--- src/rtl/irs_pkg.sv ---
// Shared types of the indirect register access sequencer.
// Assumes: the request op and engine command encodings are fixed (see brief).
package irs_pkg;

    typedef enum logic [1:0] {
        OP_IWRITE = 2'd0,
        OP_IREAD  = 2'd1,
        OP_DREAD  = 2'd2,
        OP_POLL   = 2'd3
    } op_e;

    typedef enum logic [1:0] {
        EC_START = 2'd0,
        EC_WRITE = 2'd1,
        EC_READ  = 2'd2,
        EC_STOP  = 2'd3
    } eng_cmd_e;

    typedef enum logic [2:0] {
        U_START, U_WR, U_RD, U_STOP, U_WAIT, U_PCHK, U_END
    } uop_e;

    typedef enum logic [2:0] {
        S_IDLE, S_FETCH, S_ENG, S_TMR, S_ABRT, S_ABRTW, S_GAP, S_DONE
    } st_e;

endpackage

--- src/rtl/irs_ucode.sv ---
// Step table: maps (operation, step) to one micro-operation and its byte.
// Assumes: data register = page register + 1, command register = page + 2
// (auto-increment on the device). Purely combinational.
module irs_ucode
    import irs_pkg::*;
#(
    parameter logic [6:0] DEV_ADDR = 7'h08,
    parameter logic [7:0] PAGE_REG = 8'hA6,
    parameter logic [7:0] WR_CODE  = 8'h03,
    parameter logic [7:0] RD_CODE  = 8'h01
) (
    input  op_e         op,
    input  logic [3:0]  step,
    input  logic [7:0]  tgt,
    input  logic [7:0]  wval,
    output uop_e        kind,
    output logic [7:0]  byt
);
    localparam logic [7:0] ADDR_W   = {DEV_ADDR, 1'b0};
    localparam logic [7:0] ADDR_R   = {DEV_ADDR, 1'b1};
    localparam logic [7:0] DATA_REG = PAGE_REG + 8'd1;
    localparam logic [7:0] CMD_REG  = PAGE_REG + 8'd2;

    logic [2:0] rd_idx;   // position inside a direct-read transaction
    logic [7:0] rd_reg;   // register that transaction addresses
    uop_e       rd_kind;
    logic [7:0] rd_byt;
    uop_e       wr_kind;
    logic [7:0] wr_byt;

    // Direct read with repeated START: START, addr+W, reg, START, addr+R, READ, STOP.
    always_comb begin
        rd_kind = U_END;
        rd_byt  = 8'h00;
        case (rd_idx)
            3'd0: rd_kind = U_START;
            3'd1: begin rd_kind = U_WR; rd_byt = ADDR_W; end
            3'd2: begin rd_kind = U_WR; rd_byt = rd_reg; end
            3'd3: rd_kind = U_START;
            3'd4: begin rd_kind = U_WR; rd_byt = ADDR_R; end
            3'd5: rd_kind = U_RD;
            3'd6: rd_kind = U_STOP;
            default: rd_kind = U_END;
        endcase
    end

    // Triplet write: START, addr+W, page reg, target, value/placeholder, command, STOP.
    always_comb begin
        wr_kind = U_END;
        wr_byt  = 8'h00;
        case (step)
            4'd0: wr_kind = U_START;
            4'd1: begin wr_kind = U_WR; wr_byt = ADDR_W; end
            4'd2: begin wr_kind = U_WR; wr_byt = PAGE_REG; end
            4'd3: begin wr_kind = U_WR; wr_byt = tgt; end
            4'd4: begin wr_kind = U_WR; wr_byt = (op == OP_IWRITE) ? wval : 8'h00; end
            4'd5: begin wr_kind = U_WR; wr_byt = (op == OP_IWRITE) ? WR_CODE : RD_CODE; end
            4'd6: wr_kind = U_STOP;
            default: wr_kind = U_END;
        endcase
    end

    // Select the step source per operation.
    always_comb begin
        rd_idx = step[2:0];
        rd_reg = tgt;
        kind   = U_END;
        byt    = 8'h00;
        unique case (op)
            OP_IWRITE: begin kind = wr_kind; byt = wr_byt; end
            OP_IREAD: begin
                rd_idx = 3'(step - 4'd8);
                rd_reg = DATA_REG;
                if (step < 4'd7) begin
                    kind = wr_kind; byt = wr_byt;
                end else if (step == 4'd7) begin
                    kind = U_WAIT;
                end else begin
                    kind = (step == 4'd15) ? U_END : rd_kind;
                    byt  = rd_byt;
                end
            end
            OP_DREAD: begin
                kind = (step < 4'd7) ? rd_kind : U_END;
                byt  = rd_byt;
            end
            OP_POLL: begin
                rd_reg = CMD_REG;
                kind = (step < 4'd7) ? rd_kind : U_PCHK;
                byt  = rd_byt;
            end
        endcase
    end

endmodule

--- src/rtl/irs_ms_timer.sv ---
// One-shot wait timer with two preset lengths (settle wait, poll gap).
// Assumes: go is a single-cycle pulse and is never given while running.
// fire is high for one cycle when the selected length has elapsed.
module irs_ms_timer #(
    parameter int SHORT_CYC = 1000,
    parameter int LONG_CYC  = 5000
) (
    input  logic clk,
    input  logic rst_n,
    input  logic go,
    input  logic long_sel,
    output logic fire
);
    localparam int MAXC = (LONG_CYC > SHORT_CYC) ? LONG_CYC : SHORT_CYC;
    localparam int CW   = $clog2(MAXC + 1);

    logic [CW-1:0] cnt;
    logic          run;

    assign fire = run && (cnt == '0);

    // Load on go, count down while running, stop after firing.
    always_ff @(posedge clk) begin
        if (!rst_n) begin
            run <= 1'b0;
            cnt <= '0;
        end else if (go) begin
            run <= 1'b1;
            cnt <= long_sel ? CW'(LONG_CYC - 1) : CW'(SHORT_CYC - 1);
        end else if (run) begin
            if (cnt == '0) run <= 1'b0;
            else           cnt <= cnt - 1'b1;
        end
    end

    AST_TMR_NO_REARM: assert property (@(posedge clk) disable iff (!rst_n) go |-> !run);

endmodule

--- src/rtl/irs_try_counter.sv ---
// Counts failed poll tries of the current request.
// Assumes: clr at acceptance, inc once per failed try; last marks the final try.
module irs_try_counter #(
    parameter int TRIES = 20
) (
    input  logic clk,
    input  logic rst_n,
    input  logic clr,
    input  logic inc,
    output logic last
);
    localparam int CW = $clog2(TRIES + 1);

    logic [CW-1:0] cnt;

    assign last = (cnt == CW'(TRIES - 1));

    // Clear per request, step on each failed try.
    always_ff @(posedge clk) begin
        if (!rst_n)   cnt <= '0;
        else if (clr) cnt <= '0;
        else if (inc) cnt <= cnt + 1'b1;
    end

    AST_TRY_BOUND: assert property (@(posedge clk) disable iff (!rst_n) inc |-> !last);

endmodule

--- src/rtl/indirect_reg_seq.sv ---
// Indirect register access sequencer: runs the step table for one request,
// drives the byte engine one command at a time, handles refused bytes,
// settle waits and poll retries.
// Assumes: the byte engine answers each command with eng_done no earlier
// than the cycle after eng_cmd_valid; eng_ack is meaningful for WRITE only.
module indirect_reg_seq
    import irs_pkg::*;
#(
    parameter int         CLK_HZ       = 48_000_000,
    parameter logic [6:0] DEV_ADDR     = 7'h08,
    parameter logic [7:0] PAGE_REG     = 8'hA6,
    parameter int         READ_WAIT_MS = 1,
    parameter int         POLL_GAP_MS  = 5,
    parameter int         POLL_TRIES   = 20
) (
    input  logic       clk,
    input  logic       rst_n,
    input  logic       req_valid,
    input  logic [1:0] req_op,
    input  logic [7:0] req_reg,
    input  logic [7:0] req_wdata,
    output logic       busy,
    output logic       done,
    output logic       err,
    output logic [7:0] rdata,
    output logic       eng_cmd_valid,
    output logic [1:0] eng_cmd,
    output logic [7:0] eng_wbyte,
    output logic       eng_last,
    input  logic       eng_done,
    input  logic       eng_ack,
    input  logic [7:0] eng_rbyte
);
    localparam int MS_CYC = (CLK_HZ / 1000 > 0) ? CLK_HZ / 1000 : 1;

    st_e        state;
    op_e        op_q;
    logic [7:0] reg_q, wd_q, rdata_q, wbyte_q;
    logic [3:0] step;
    eng_cmd_e   cmd_q;
    logic       cmd_v_q, last_q, busy_q, done_q, err_q;
    logic       tmr_go, tmr_long, tmr_fire;
    logic       try_clr, try_inc, try_last;
    uop_e       uk;
    logic [7:0] ub;

    irs_ucode #(.DEV_ADDR(DEV_ADDR), .PAGE_REG(PAGE_REG)) u_ucode (
        .op(op_q), .step(step), .tgt(reg_q), .wval(wd_q), .kind(uk), .byt(ub)
    );

    irs_ms_timer #(.SHORT_CYC(READ_WAIT_MS * MS_CYC), .LONG_CYC(POLL_GAP_MS * MS_CYC)) u_timer (
        .clk(clk), .rst_n(rst_n), .go(tmr_go), .long_sel(tmr_long), .fire(tmr_fire)
    );

    irs_try_counter #(.TRIES(POLL_TRIES)) u_tries (
        .clk(clk), .rst_n(rst_n), .clr(try_clr), .inc(try_inc), .last(try_last)
    );

    assign busy          = busy_q;
    assign done          = done_q;
    assign err           = err_q;
    assign rdata         = rdata_q;
    assign eng_cmd_valid = cmd_v_q;
    assign eng_cmd       = cmd_q;
    assign eng_wbyte     = wbyte_q;
    assign eng_last      = last_q;

    // Request sequencing: fetch a step, run it, advance, abort or retry.
    always_ff @(posedge clk) begin
        if (!rst_n) begin
            state    <= S_IDLE;
            op_q     <= OP_IWRITE;
            reg_q    <= 8'h00;
            wd_q     <= 8'h00;
            rdata_q  <= 8'h00;
            wbyte_q  <= 8'h00;
            step     <= 4'd0;
            cmd_q    <= EC_START;
            cmd_v_q  <= 1'b0;
            last_q   <= 1'b0;
            busy_q   <= 1'b0;
            done_q   <= 1'b0;
            err_q    <= 1'b0;
            tmr_go   <= 1'b0;
            tmr_long <= 1'b0;
            try_clr  <= 1'b0;
            try_inc  <= 1'b0;
        end else begin
            cmd_v_q <= 1'b0;
            tmr_go  <= 1'b0;
            try_clr <= 1'b0;
            try_inc <= 1'b0;
            case (state)
                S_IDLE: if (req_valid) begin
                    op_q    <= op_e'(req_op);
                    reg_q   <= req_reg;
                    wd_q    <= req_wdata;
                    step    <= 4'd0;
                    busy_q  <= 1'b1;
                    try_clr <= 1'b1;
                    state   <= S_FETCH;
                end
                S_FETCH: case (uk)
                    U_START, U_WR, U_RD, U_STOP: begin
                        cmd_v_q <= 1'b1;
                        cmd_q   <= (uk == U_START) ? EC_START :
                                   (uk == U_WR)    ? EC_WRITE :
                                   (uk == U_RD)    ? EC_READ  : EC_STOP;
                        wbyte_q <= ub;
                        last_q  <= (uk == U_RD);
                        state   <= S_ENG;
                    end
                    U_WAIT: begin
                        tmr_go   <= 1'b1;
                        tmr_long <= 1'b0;
                        state    <= S_TMR;
                    end
                    U_PCHK: begin
                        if (!rdata_q[0] || try_last) begin
                            done_q <= 1'b1;
                            err_q  <= rdata_q[0];
                            state  <= S_DONE;
                        end else begin
                            try_inc  <= 1'b1;
                            tmr_go   <= 1'b1;
                            tmr_long <= 1'b1;
                            state    <= S_GAP;
                        end
                    end
                    default: begin
                        done_q <= 1'b1;
                        err_q  <= 1'b0;
                        state  <= S_DONE;
                    end
                endcase
                S_ENG: if (eng_done) begin
                    if (cmd_q == EC_WRITE && !eng_ack) begin
                        state <= S_ABRT;
                    end else begin
                        if (cmd_q == EC_READ) rdata_q <= eng_rbyte;
                        step  <= step + 4'd1;
                        state <= S_FETCH;
                    end
                end
                S_TMR: if (tmr_fire) begin
                    step  <= step + 4'd1;
                    state <= S_FETCH;
                end
                S_ABRT: begin
                    cmd_v_q <= 1'b1;
                    cmd_q   <= EC_STOP;
                    last_q  <= 1'b0;
                    wbyte_q <= 8'h00;
                    state   <= S_ABRTW;
                end
                S_ABRTW: if (eng_done) begin
                    if (op_q == OP_POLL && !try_last) begin
                        try_inc  <= 1'b1;
                        tmr_go   <= 1'b1;
                        tmr_long <= 1'b1;
                        state    <= S_GAP;
                    end else begin
                        done_q <= 1'b1;
                        err_q  <= 1'b1;
                        state  <= S_DONE;
                    end
                end
                S_GAP: if (tmr_fire) begin
                    step  <= 4'd0;
                    state <= S_FETCH;
                end
                S_DONE: begin
                    done_q <= 1'b0;
                    err_q  <= 1'b0;
                    busy_q <= 1'b0;
                    state  <= S_IDLE;
                end
                default: state <= S_IDLE;
            endcase
        end
    end

    AST_DONE_IN_BUSY:   assert property (@(posedge clk) disable iff (!rst_n) done |-> busy);
    AST_BUSY_DROPS:     assert property (@(posedge clk) disable iff (!rst_n) done |=> !busy && !done);
    AST_CMD_IN_BUSY:    assert property (@(posedge clk) disable iff (!rst_n) eng_cmd_valid |-> busy);
    AST_ERR_WITH_DONE:  assert property (@(posedge clk) disable iff (!rst_n) err |-> done);
    AST_READ_LAST:      assert property (@(posedge clk) disable iff (!rst_n) (eng_cmd_valid && eng_cmd == EC_READ) |-> eng_last);
    AST_NACK_STOP:      assert property (@(posedge clk) disable iff (!rst_n)
                            (state == S_ENG && eng_done && cmd_q == EC_WRITE && !eng_ack) |=> ##1 (eng_cmd_valid && eng_cmd == EC_STOP));

endmodule

--- config.mk ---
export PLATFORM = sky130hd
export DESIGN_NAME = indirect_reg_seq
export DESIGN_NICKNAME = d
export VERILOG_FILES = /design/src/rtl/irs_pkg.sv /design/src/rtl/irs_ucode.sv /design/src/rtl/irs_ms_timer.sv /design/src/rtl/irs_try_counter.sv /design/src/rtl/indirect_reg_seq.sv
export SDC_FILE = /design/constraint.sdc
export NUM_CORES = 1
export LEC_CHECK = 0
export BUFFER_PORTS_ARGS = -buffer_cell sky130_fd_sc_hd__buf_2
export CORE_MARGIN = 2
export CORE_UTILIZATION = 55
export CTS_BUF_LIST = sky130_fd_sc_hd__clkbuf_4 sky130_fd_sc_hd__clkbuf_8
export DETAILED_ROUTE_END_ITERATION = 12
export PLACE_DENSITY = 0.75
export SYNTH_ARGS = -nofsm -noshare
export SYNTH_HDL_FRONTEND = slang
export SYNTH_HIERARCHICAL = 1
export SYNTH_SLANG_ARGS = --single-unit
--- constraint.sdc ---
create_clock -name clk -period 5.2 [get_ports clk]
set_input_delay 0.26 -clock clk [delete_from_list [all_inputs] [get_ports clk]]
set_output_delay 0.26 -clock clk [all_outputs]
set_load 0.02 [all_outputs]
Yosys cells after proc, flatten, opt, wreduce, memory -nomap -nowiden
Cells that the tools add are included.
W data, S select, Z words.
{"block": "word_totals", "regBits": 76, "wordCells": 184, "out_inout_bits": 23, "inputBits": 31}
{"block": "op_classes", "add_sub_neg": 4, "order_cmp": 1, "mux": 73, "bitwise": 2, "reduce_logical": 37, "eq_ne": 47}
{"operator": "$mux W18", "count": 4}
{"operator": "$pmux W8 S3", "count": 2}
{"operator": "$pmux W8 S5", "count": 1}
{"operator": "$mux W3", "count": 11}
{"operator": "$mux W8", "count": 4}
{"operator": "$pmux W8 S2", "count": 2}
{"operator": "$eq A3 B3 Y1 const B", "count": 9}
{"operator": "$pmux W3 S4", "count": 2}
{"operator": "$mux W1", "count": 21}
{"operator": "$pmux W3 S7", "count": 1}
{"operator": "$mux W4", "count": 5}
{"operator": "$ne A2 B2 Y1 const B", "count": 10}
{"operator": "$pmux W1 S2", "count": 10}
{"operator": "$eq A3 B2 Y1 const B", "count": 6}
{"operator": "$logic_not A18 Y1", "count": 1}
{"operator": "$pmux W3 S3", "count": 2}
{"operator": "$sub A18 B1 Y18 const B", "count": 1}
{"operator": "$eq A4 B3 Y1 const B", "count": 4}
{"operator": "$pmux W4 S4", "count": 1}
{"operator": "$reduce_and A2 Y1", "count": 5}
{"operator": "$reduce_and A5 Y1", "count": 2}
{"operator": "$reduce_or A5 Y1", "count": 2}
{"operator": "$eq A3 B1 Y1 const B", "count": 3}
{"operator": "$logic_not A3 Y1", "count": 3}
{"operator": "30 further kinds", "count": 52}

Longest topological paths before layout
Gate-level depths: netlist of the first run.
{"block": "logic_depth", "ltp_word": 15, "mapped_depth": 10, "depth_no_buf": 9}

Hierarchy
The synthesis of the first run kept the hierarchy.
{"module": "indirect_reg_seq", "seq_area_each_um2": 1041.0, "area_per_inst_um2": 2189.6, "instances": 1, "cells_per_inst": 255}
{"module": "irs_ms_timer", "seq_area_each_um2": 380.4, "area_per_inst_um2": 1003.5, "instances": 1, "cells_per_inst": 109}
{"module": "irs_ucode", "seq_area_each_um2": 0.0, "area_per_inst_um2": 509.2, "instances": 1, "cells_per_inst": 75}
{"module": "irs_try_counter", "seq_area_each_um2": 100.1, "area_per_inst_um2": 247.7, "instances": 1, "cells_per_inst": 25}

Worst setup path after synthesis of the first run
OpenSTA, ideal clock, no wires.
{"block": "synth_path", "path_type": "register to register", "from": "reg u_timer.cnt[4]", "to": "reg step[1]", "required_ns": 5.130, "arrival_ns": 2.367, "path_buffers": 1, "stages_incl_launch_ff": 10, "synth_period_minus_slack_ns": 2.437, "setup_slack_ns": 2.763, "setup_ns": 0.070, "cell_sequence": "dfxtp_1 buf_6 or4_4 nor4_4 inv_1 nor2_1 mux2i_1 and3b_1 or4_1 a21oi_1"}
{"block": "synth_between", "elab_chain_cells": 4, "elab_cells_between_ends": 5, "classes_between": "eq/ne (2); reduce/logical (3)"}
{"element": "start: declaration", "line_no": "irs_ms_timer.sv:17", "source": "logic [CW-1:0] cnt;"}
{"element": "start signal: assignment", "line_no": "irs_ms_timer.sv:29", "source": "cnt <= long_sel ? CW'(LONG_CYC - 1) : CW'(SHORT_CYC - 1);"}
{"element": "start signal: assignment", "line_no": "irs_ms_timer.sv:32", "source": "else cnt <= cnt - 1'b1;"}
{"element": "$logic_not A18 Y1 (*)", "line_no": "irs_ms_timer.sv:20", "source": "assign fire = run && (cnt == '0);"}
{"element": "$logic_and A1 B1 Y1 (*)", "line_no": "irs_ms_timer.sv:20"}
{"element": "named net tmr_fire", "line_no": "indirect_reg_seq.sv:42", "source": "logic tmr_go, tmr_long, tmr_fire;"}
{"element": "$ne A2 B2 Y1 (no line)"}
{"element": "$reduce_and A6 Y1 (no line) (*)"}
{"element": "end signal: assignment", "line_no": "indirect_reg_seq.sv:141", "source": "step <= step + 4'd1;"}
{"element": "end signal: assignment", "line_no": "indirect_reg_seq.sv:146", "source": "step <= step + 4'd1;"}
{"element": "end: declaration", "line_no": "indirect_reg_seq.sv:39", "source": "logic [3:0] step;"}
Mark *: on every way through the listed nets, which the timed path passes. The rest lies on a longest branch.
A chain may end at the register's enable or synchronous reset.

Worst setup path in the final report of the first run
{"block": "layout_path", "from": "reg u_timer.cnt[0]", "to": "reg step[1]"}
The elaborated chain is that of the path after synthesis.

==> impl_metrics.toml, run 1 <==
[critical_path]
reg2reg_slack_ns = 2.43
cp-end-kind = "flop"
max_stage_delay_ns = 0.51
timing_worst_setup_path_type = "reg -> reg"
critPathLaunchType = "flop"
crit_slowest_cell = "or4_1"
rr_worst_depth = 9
r2r_start = "u_timer/cnt[0]$_SDFFE_PN0P_"
cp_max_fo = 8
crit_required_ns = 5.49
r2r_end = "step[1]$_SDFFE_PN0P_"
critPathTopFamily = "simple AND/OR/NAND/NOR gates"
arrival_ns = 3.06
path_cells = "inv_1 > ha_1 > nor3b_2 > nand3_4 > nor2_1 > mux2i_1 > and3b_1 > or4_1 > a21oi_1"
path_buf_inv = 1

[sta]
slew_headroom_pct = 44.1
finalCritPeriodShare_pct = 53.3
setup_violations = 0
report.final.slew_viol_count = 0
setup_slack_ns = 2.43
hold_viol = 0
final.setup_skew_ns = 0.00888
fin_setup_tns_ns = 0
min_period_ns = 2.77
maxClockFrequency_mhz = 361
rsz0062_at_grt = "no"
tightest_slew_ns = 0.831

[hold_path]
worstHoldPathCells = 3
hp-class = "in -> reg"
whs_endpoint = "rdata[7]$_SDFFE_PN0P_"
min-delay-start = "eng_rbyte[7]"

[synth]
synthFlopType = "dfxtp_1"
synth_seq_cells = 76
synth_edf_count = 0
syn_nets = 498
avgSynthCellArea_um2 = 8.51
ys_warn_count = 6
async_reset_ff_share_pct = 0
netlist_instances = 464
ys_seq_area_share_pct = 38.5
yosys.cell_types.count = 74
syn_area_um2 = 3950

[floorplanning]
core_area_um2 = 6870
dieHeight_um = 88.7
dieArea_um2 = 7880
io_pins = 54
initial_core_util_pct = 57.5
num_rows = 30
die_w_um = 88.7

[clocking]
holdBufCountCts = 0
cts-root-buf = "clkbuf_8"
cts_tree = "done"
post-cts-setup-buffers = 0
numCtsBuffers = 9
clk_pin_slew_ns = 0.09
insertion_delay_ns = 0.35
ctsResizeCount = 0
cts.path.max_buffers = 2
cts.sinks = 76
cts_max_level = 3

[final_layout]
nFillCells = 605
seq_area_um2 = 1520
multiInputGateArea_um2 = 2240
num_antenna_cells = 0
layout-drive-gt1-share_pct = 17.7
stdcell_area_um2 = 4380
nNetsFinal = 538
syn2layout_area_growth_pct = 11.0

[global_routing]
grt_max_degree = 48
gr-total-overflow = 0
grtUsageTotal_pct = 25.4
antenna_found_initial = 0
grt_pass1_vias = 3315
grt_first_pass_wirelength_um = 15800

[drt]
dr.pass1.iters = 6
drt_iter0_markers = 270
drtAntennaViolNets = 0
via_per_inst = 6.00
dr_total_vias = 3633
wl_per_cell_um = 15.6
wl_um = 9420
drc = 0

[power]
peakVddDrop_uv = 171
power_uw = 1170
cellLeakagePower_uw = 0.00178
pwr-share-seq_pct = 53.5
power_density_nw_per_um2 = 266
pwr-share-clk_pct = 36.0
power_switching_uw = 341
p_comb_share_pct = 10.5
power.internal_uw = 825
p_sw_share_pct = 29.2

[placed_design]
io_buffers = 53
post_dp_cell_area_um2 = 4200
pre_cts_ws_ns = 2.49
dpl.hpwl_um = 6500
gp_congestion = 0.924

[flow_run]
maxCapViolations = 0

[outcome]
status = "finished, final reports clean"
tightest hold or removal path: stages:
cell	delay [ns]
buf_2	0.07
mux2i_1	0.05
nor2_1	0.07
how the worst max path moves through the flow:
stage                                 from                   end  cells after the start
2_1_floorplan  u_timer/cnt[4]$_SDFFE_PN0P_  step[1]$_SDFFE_PN0P_                      9
3_3_place_gp   u_timer/cnt[4]$_SDFFE_PN0P_  step[1]$_SDFFE_PN0P_                      8
3_5_place_dp   u_timer/cnt[0]$_SDFFE_PN0P_  step[1]$_SDFFE_PN0P_                      9
4_1_cts        u_timer/cnt[0]$_SDFFE_PN0P_  step[1]$_SDFFE_PN0P_                      9
5_1_grt        u_timer/cnt[0]$_SDFFE_PN0P_  step[1]$_SDFFE_PN0P_                      9
6_report       u_timer/cnt[0]$_SDFFE_PN0P_  step[1]$_SDFFE_PN0P_                      9
cell type report:
class | count | share of cell area (%)
Sequential cell | 76 | 34.7
Clock inverter | 7 | 1.31
Multi-Input combinational cell | 351 | 51.1
Inverter | 11 | 0.942
Tap cell | 96 | 2.74
Clock buffer | 9 | 2.83
Timing Repair Buffer | 55 | 6.39
power groups by stage:
stage                     registers (uW)  clock network (uW)  logic [uW]
final                                623                 420         123
after global routing                 627                 456         138
after CTS                            623                 431         122
after global placement               635                   0         119
after floorplan                      622                   0         101
after detailed placement             637                   0         122
cells in the mapped netlist, types with 6 or more instances:
library cell / count / area share (%)
clkbuf_1: 9 / 0.86
nor2b_1: 8 / 1.3
a22oi_1: 10 / 1.9
mux2i_1: 17 / 4.3
nand3_1: 9 / 1.1
a21oi_1: 43 / 5.4
nand4_1: 6 / 0.95
a31oi_1: 7 / 1.1
buf_2: 10 / 1.3
dfxtp_1: 76 / 39
nand3b_1: 10 / 1.9
nand2_1: 64 / 6.1
nor4_1: 8 / 1.3
nand2b_1: 10 / 1.6
o21ai_0: 8 / 1.0
xor2_1: 6 / 1.3
inv_1: 10 / 0.95
nor2_1: 35 / 3.3
nor3_1: 9 / 1.1
metrics by stage:
step	utilization, %	instances	hold WS, ns
global placement	61.2	589	0.441
floorplan	-	464	0.377
finish	63.8	605	0.137
CTS	63.8	605	0.124
detailed placement	61.2	589	0.450
global route	63.8	605	0.137
flip-flops by register name, indices dropped and copies added (netlist names), 2 cells and up:
register and flops:
step 4, reg_q 8, eng_cmd 2, wd_q 8, rdata 8, u_tries/cnt 5, u_timer/cnt 18, op_q 2
state 3, eng_wbyte 8
metal layers:
layer / routed length, um / track usage (%)
met4: 147 / 8.40
met2: 4140 / 38.7
met1: 4520 / 35.3
met3: 610 / 6.25
met5: 0 / 0
logic make-up after synthesis:
group	after synthesis	share of synthesized area [%]
flip-flops	76	38.5
multiplexers	17	4.31
AO/OA/AOI/OAI	128	22.6
AND/OR/NAND/NOR	193	26.7
adder cells (fa/ha/maj)	3	0.950
XOR/XNOR	10	2.22
buffers and inverters	37	4.78
placed cells by master (no fill, tap or decap), types with 10 or more instances in the layout:
cell      instances
nor2_1           35
inv_1            10
buf_2            53
mux2i_1          17
nand2b_1         10
dfxtp_1          76
nand3b_1         10
a22oi_1          10
a21oi_1          43
nand2_1          64
No activity file was read; power rests on OpenSTA's default activity.
==> inputs of run 2 (changes only) <==
CORE_UTILIZATION = 54   (was 55)
PLACE_DENSITY = 0.77   (was 0.75)
clock period = 2.5 ns   (was 5.2 ns; I/O delays follow)
==> run 2 against run 1 <==
Register-to-register slack worse by 2.3 ns. Worst hold slack lost 0.14 ns. Wire length is 3.0% higher. Core utilization rose by 1.8 points. Clock skew grew 0.0074 ns. Maximum frequency is 15% higher. Cell count up 6.0%. Critical path depth down 1. Global-route usage rose by 0.12 points. Setup slack lost 2.3 ns. Critical endpoint unchanged.
==> impl_metrics.toml, run 2 (same netlist as run 1, synthesis figures left out) <==
[power]
pwr-share-clk_pct = 38.4
peakVddDrop_uv = 365
power.internal_uw = 1870
p_sw_share_pct = 27.5
p_comb_share_pct = 11.8
power_switching_uw = 711
pwr-share-seq_pct = 49.8
cellLeakagePower_uw = 0.00196
power_density_nw_per_um2 = 549
power_uw = 2580

[sta]
min_period_ns = 2.41
setup_violations = 0
tightest_slew_ns = 0.733
hold_slack_ns = 0.000996
finalCritPeriodShare_pct = 96.5
report.final.slew_viol_count = 0
final.setup_skew_ns = 0.0163
maxClockFrequency_mhz = 415
hold_viol = 0
slew_headroom_pct = 51.1

[floorplanning]
die_w_um = 89.5
core_area_um2 = 7180
dieArea_um2 = 8010
initial_core_util_pct = 55.0
num_rows = 31
io_pins = 54
dieHeight_um = 89.5

[critical_path]
cp-end-kind = "flop"
arrival_ns = 2.70
r2r_start = "u_timer/cnt[6]$_SDFFE_PN0P_"
cp_max_fo = 5
timing_worst_setup_path_type = "reg -> reg"
crit_required_ns = 2.79
critPathLaunchType = "flop"
startpoint = "u_timer/cnt[6]$_SDFFE_PN0P_"

[clocking]
clk_pin_slew_ns = 0.09
cts_tree = "done"
post-cts-setup-buffers = 0
numCtsBuffers = 9
cts-root-buf = "clkbuf_8"
cts_max_level = 3
insertion_delay_ns = 0.37
cts.path.max_buffers = 2
cts.sinks = 76

[drt]
dr.pass1.iters = 5
dr_total_vias = 3763
drc = 0
via_per_inst = 5.87
drtAntennaViolNets = 0
drt_iter0_markers = 219
wl_per_cell_um = 15.1
wl_um = 9710

[flow_run]
maxCapViolations = 0

[global_routing]
grt_first_pass_wirelength_um = 16000
antenna_found_initial = 0
grt_pass1_vias = 3343
grtUsageTotal_pct = 25.6
gr-total-overflow = 0
grt_max_degree = 39

[placed_design]
placed_cells = 611
dpl.hpwl_um = 6580
gp_congestion = 0.922
io_buffers = 53

[final_layout]
mostFrequentLayoutCells = "76 x dfxtp_1, 64 x nand2_1, 53 x buf_2, 43 x a21oi_1, 34 x nor2_1"
regMostFlops = "u_timer/cnt"
num_antenna_cells = 0
finalNonFillerCells = 641
layout_commonest_cell = "dfxtp_1"
nNetsFinal = 571
largest_reg_flops = 18
syn2layout_area_growth_pct = 19.1
layout-drive-gt1-share_pct = 20.3

[hold_path]
hp-class = "in -> reg"
min-delay-start = "eng_rbyte[3]"

[outcome]
status = "finished, final reports clean"
run 2: changes by cell type in the layout (fill, tap and decap cells not counted):
cell and delta:
dlygate4sd3_1 +14, inv_8 +1, nor2_1 -1, clkinv_2 +1, clkbuf_8 +1, nor2_4 +1
inv_6 -3, clkinvlp_4 -2, clkinv_4 +1, buf_4 +19, bufinv_16 +1
run 2: power groups by stage:
stage	Sequential, uW	Clock [uW]	Combinational, uW
after global placement	1310	0	277
after detailed placement	1310	0	283
after CTS	1290	1010	301
after global routing	1290	1040	339
final	1290	991	305
after floorplan	1290	0	210
run 2: timing repair:
action | 4_1_cts | 5_1_grt
hold buffers | 14 | 0
hold endpoints to repair | 14 | 0
gates resized for setup | 0 | 2
endpoints found under the setup margin | 0 | 2
run 2: critical path, stage by stage, from the launching register on:
cell and delay, ns:
dfxtp_1 0.36, or4_4 0.51, nor4_4 0.18, inv_1 0.12, nor2_4 0.15, mux2i_1 0.11, and3b_1 0.25, or4_1 0.51
a21oi_1 0.15
run 2: worst paths after layout:
path                                               to  slack, ns  depth (start not counted)
worst max-delay path             step[1]$_SDFFE_PN0P_       0.09                          8
worst min-delay path            rdata[3]$_SDFFE_PN0P_      0.001                          3
worst max register to register   step[1]$_SDFFE_PN0P_       0.09                          8
worst min register to register   wd_q[5]$_SDFFE_PN0P_       0.46                          2
run 2: per-layer routing:
metal  wire length [um]  vias to the layer above  global-route usage [%]
li1                   -                     1858                       -
met1               4670                     1762                    36.3
met2               4270                      129                    37.6
met3                565                       14                    5.63
met4                202                        0                    10.2
met5                  0                        -                       0
run 2: area by class of cell:
class / count / area [um^2]
tap: 99 / 124
inverter: 11 / 41.3
clock inverter: 6 / 71.3
multi-input combinational: 351 / 2250
sequential: 76 / 1520
clock buffer: 10 / 138
timing repair buffer: 88 / 563
fill: 632 / 2470
run 2: stage by stage:
stage	util [%]	setup slack [ns]	setup TNS, ns	area, um^2
global route	65.6	-0.0127	-0.0127	4710
detailed placement	60.6	0.0837	0	4350
CTS	65.5	0.0586	0	4700
global placement	60.6	0.174	0	4350
finish	65.6	0.0887	0	4710
floorplan	-	0.0630	0	3950
==> inputs of run 3 (changes only) <==
CORE_UTILIZATION = 45   (was 54)
PLACE_DENSITY = 0.65   (was 0.77)
==> run 3 against run 2 <==
Via count down 1.5%. Worst hold slack improved by 0.013 ns. Die area is 19% higher. Non-clock buffer count is 8 lower. Combinational power fell by 2%. Maximum frequency shrank 0.84%. Total power fell by 2.0%. Sequential share of layout area grew 0.56 points. Core utilization down 12 points. Design area down 1.6%. Wire length up 0.61%. Global-route usage is 4.5 points lower. Critical path type unchanged.
==> impl_metrics.toml, run 3 (same netlist as run 1, synthesis figures left out) <==
[outcome]
status = "finished, final reports clean"

[critical_path]
cp-end-kind = "flop"
rr_worst_depth = 8
r2r_end = "step[1]$_SDFFE_PN0P_"
critPathLaunchType = "flop"
arrival_ns = 2.71
r2r_start = "u_timer/cnt[4]$_SDFFE_PN0P_"
reg2reg_slack_ns = 0.07
timing_worst_setup_path_type = "reg -> reg"
cp_max_fo = 4
crit_required_ns = 2.78

[final_layout]
utilization_pct = 53.6
layout_commonest_cell = "dfxtp_1"
finalNonFillerCells = 642
layout-drive-gt1-share_pct = 21.0
largest_reg_flops = 18
num_antenna_cells = 0
mostFrequentLayoutCells = "75 x dfxtp_1, 64 x nand2_1, 53 x buf_2, 42 x a21oi_1, 34 x nor2_1"
regMostFlops = "u_timer/cnt"
nNetsFinal = 563
syn2layout_area_growth_pct = 17.2
nFillCells = 818

[floorplanning]
num_rows = 34
dieHeight_um = 97.7
dieArea_um2 = 9540
io_pins = 54
core_area_um2 = 8640
initial_core_util_pct = 45.7
die_w_um = 97.7

[clocking]
cts.sinks = 76
cts_max_level = 3
cts.path.max_buffers = 2
numCtsBuffers = 9
clk_pin_slew_ns = 0.10
cts_tree = "done"
cts-root-buf = "clkbuf_8"
insertion_delay_ns = 0.35

[placed_design]
placed_cells = 618
io_buffers = 53
dpl.hpwl_um = 6880
pre_cts_ws_ns = 0.0551
gp_congestion = 0.910

[hold_path]
whs_endpoint = "wd_q[3]$_SDFFE_PN0P_"
worstHoldPathCells = 3
min-delay-start = "req_wdata[3]"
hp-class = "in -> reg"

[drt]
wl_per_cell_um = 15.2
dr_total_vias = 3708
dr.pass1.iters = 5
via_per_inst = 5.78
drt_iter0_markers = 217
drtAntennaViolNets = 0
drc = 0
wl_um = 9770

[power]
power_uw = 2530
cellLeakagePower_uw = 0.00192
peakVddDrop_uv = 316
power_density_nw_per_um2 = 547

[global_routing]
antenna_found_initial = 0
gr-total-overflow = 0
grt_first_pass_wirelength_um = 16800
grtUsageTotal_pct = 21.1
grt_max_degree = 39
grt_pass1_vias = 3406

[sta]
slew_headroom_pct = 49.4
finalCritPeriodShare_pct = 97.3
hold_viol = 0
final.setup_skew_ns = 0.0182
maxClockFrequency_mhz = 411
min_period_ns = 2.43
rsz0062_at_grt = "yes"
setup_violations = 0
fin_setup_tns_ns = 0
setup_slack_ns = 0.0684
tightest_slew_ns = 0.748
report.final.slew_viol_count = 0

[flow_run]
maxCapViolations = 0
run 3: power breakdown:
part           leakage (uW)  total, uW  internal (uW)  switching (uW)
Sequential         0.000616       1280           1240            36.6
Combinational       0.00120        299            120             179
Clock              0.000100        952            467             486
run 3: repair_timing:
action | 4_1_cts | 5_1_grt
endpoints found under the setup margin | 0 | 1
hold buffers | 7 | 0
endpoints found under the hold margin | 7 | 0
gates resized for setup | 0 | 5
buffers inserted | 0 | 1
run 3: metrics by stage:
stage | hold WS, ns | instance area, um^2
after floorplan | 0.242 | 3950
after global placement | 0.355 | 4350
after detailed placement | 0.371 | 4350
after CTS | 0.000255 | 4610
after global routing | 0.0121 | 4630
final | 0.0137 | 4630
run 3: worst max path at each step:
stage,from,to,slack [ns],cells past startpoint
2_1_floorplan,u_timer/cnt[4]$_SDFFE_PN0P_,step[1]$_SDFFE_PN0P_,0.06,9
3_3_place_gp,u_timer/cnt[4]$_SDFFE_PN0P_,step[1]$_SDFFE_PN0P_,0.16,8
3_5_place_dp,u_timer/cnt[6]$_SDFFE_PN0P_,step[1]$_SDFFE_PN0P_,0.06,8
4_1_cts,u_timer/cnt[6]$_SDFFE_PN0P_,step[1]$_SDFFE_PN0P_,0.01,8
5_1_grt,u_timer/cnt[4]$_SDFFE_PN0P_,step[1]$_SDFFE_PN0P_,-0.02,8
6_report,u_timer/cnt[4]$_SDFFE_PN0P_,step[1]$_SDFFE_PN0P_,0.07,8
run 3: layer usage:
metal / GRT usage [%] / vias up / routed length [um]
li1: - / 1842 / -
met1: 30.5 / 1751 / 4820
met2: 31.7 / 103 / 4280
met3: 4.03 / 12 / 565
met4: 6.52 / 0 / 101
met5: 0 / - / 0
run 3: layout make-up:
| type | count | area, um^2 | share of cell area (%) |
|---|---|---|---|
| multi-input combinational | 351 | 2250 | 48.5 |
| sequential | 76 | 1520 | 32.9 |
| timing repair buffer | 80 | 485 | 10.5 |
| tap | 108 | 135 | 2.92 |
| clock buffer | 9 | 124 | 2.68 |
| clock inverter | 7 | 73.8 | 1.59 |
| inverter | 11 | 41.3 | 0.892 |
run 3: worst max-delay path: stages (launching register included):
cell and delay [ns]:
dfxtp_1 0.32, or4_4 0.56, nor4_4 0.19, inv_1 0.08, nor2_2 0.14, mux2i_1 0.12
and3b_2 0.29, or4_1 0.52, a21oi_2 0.14
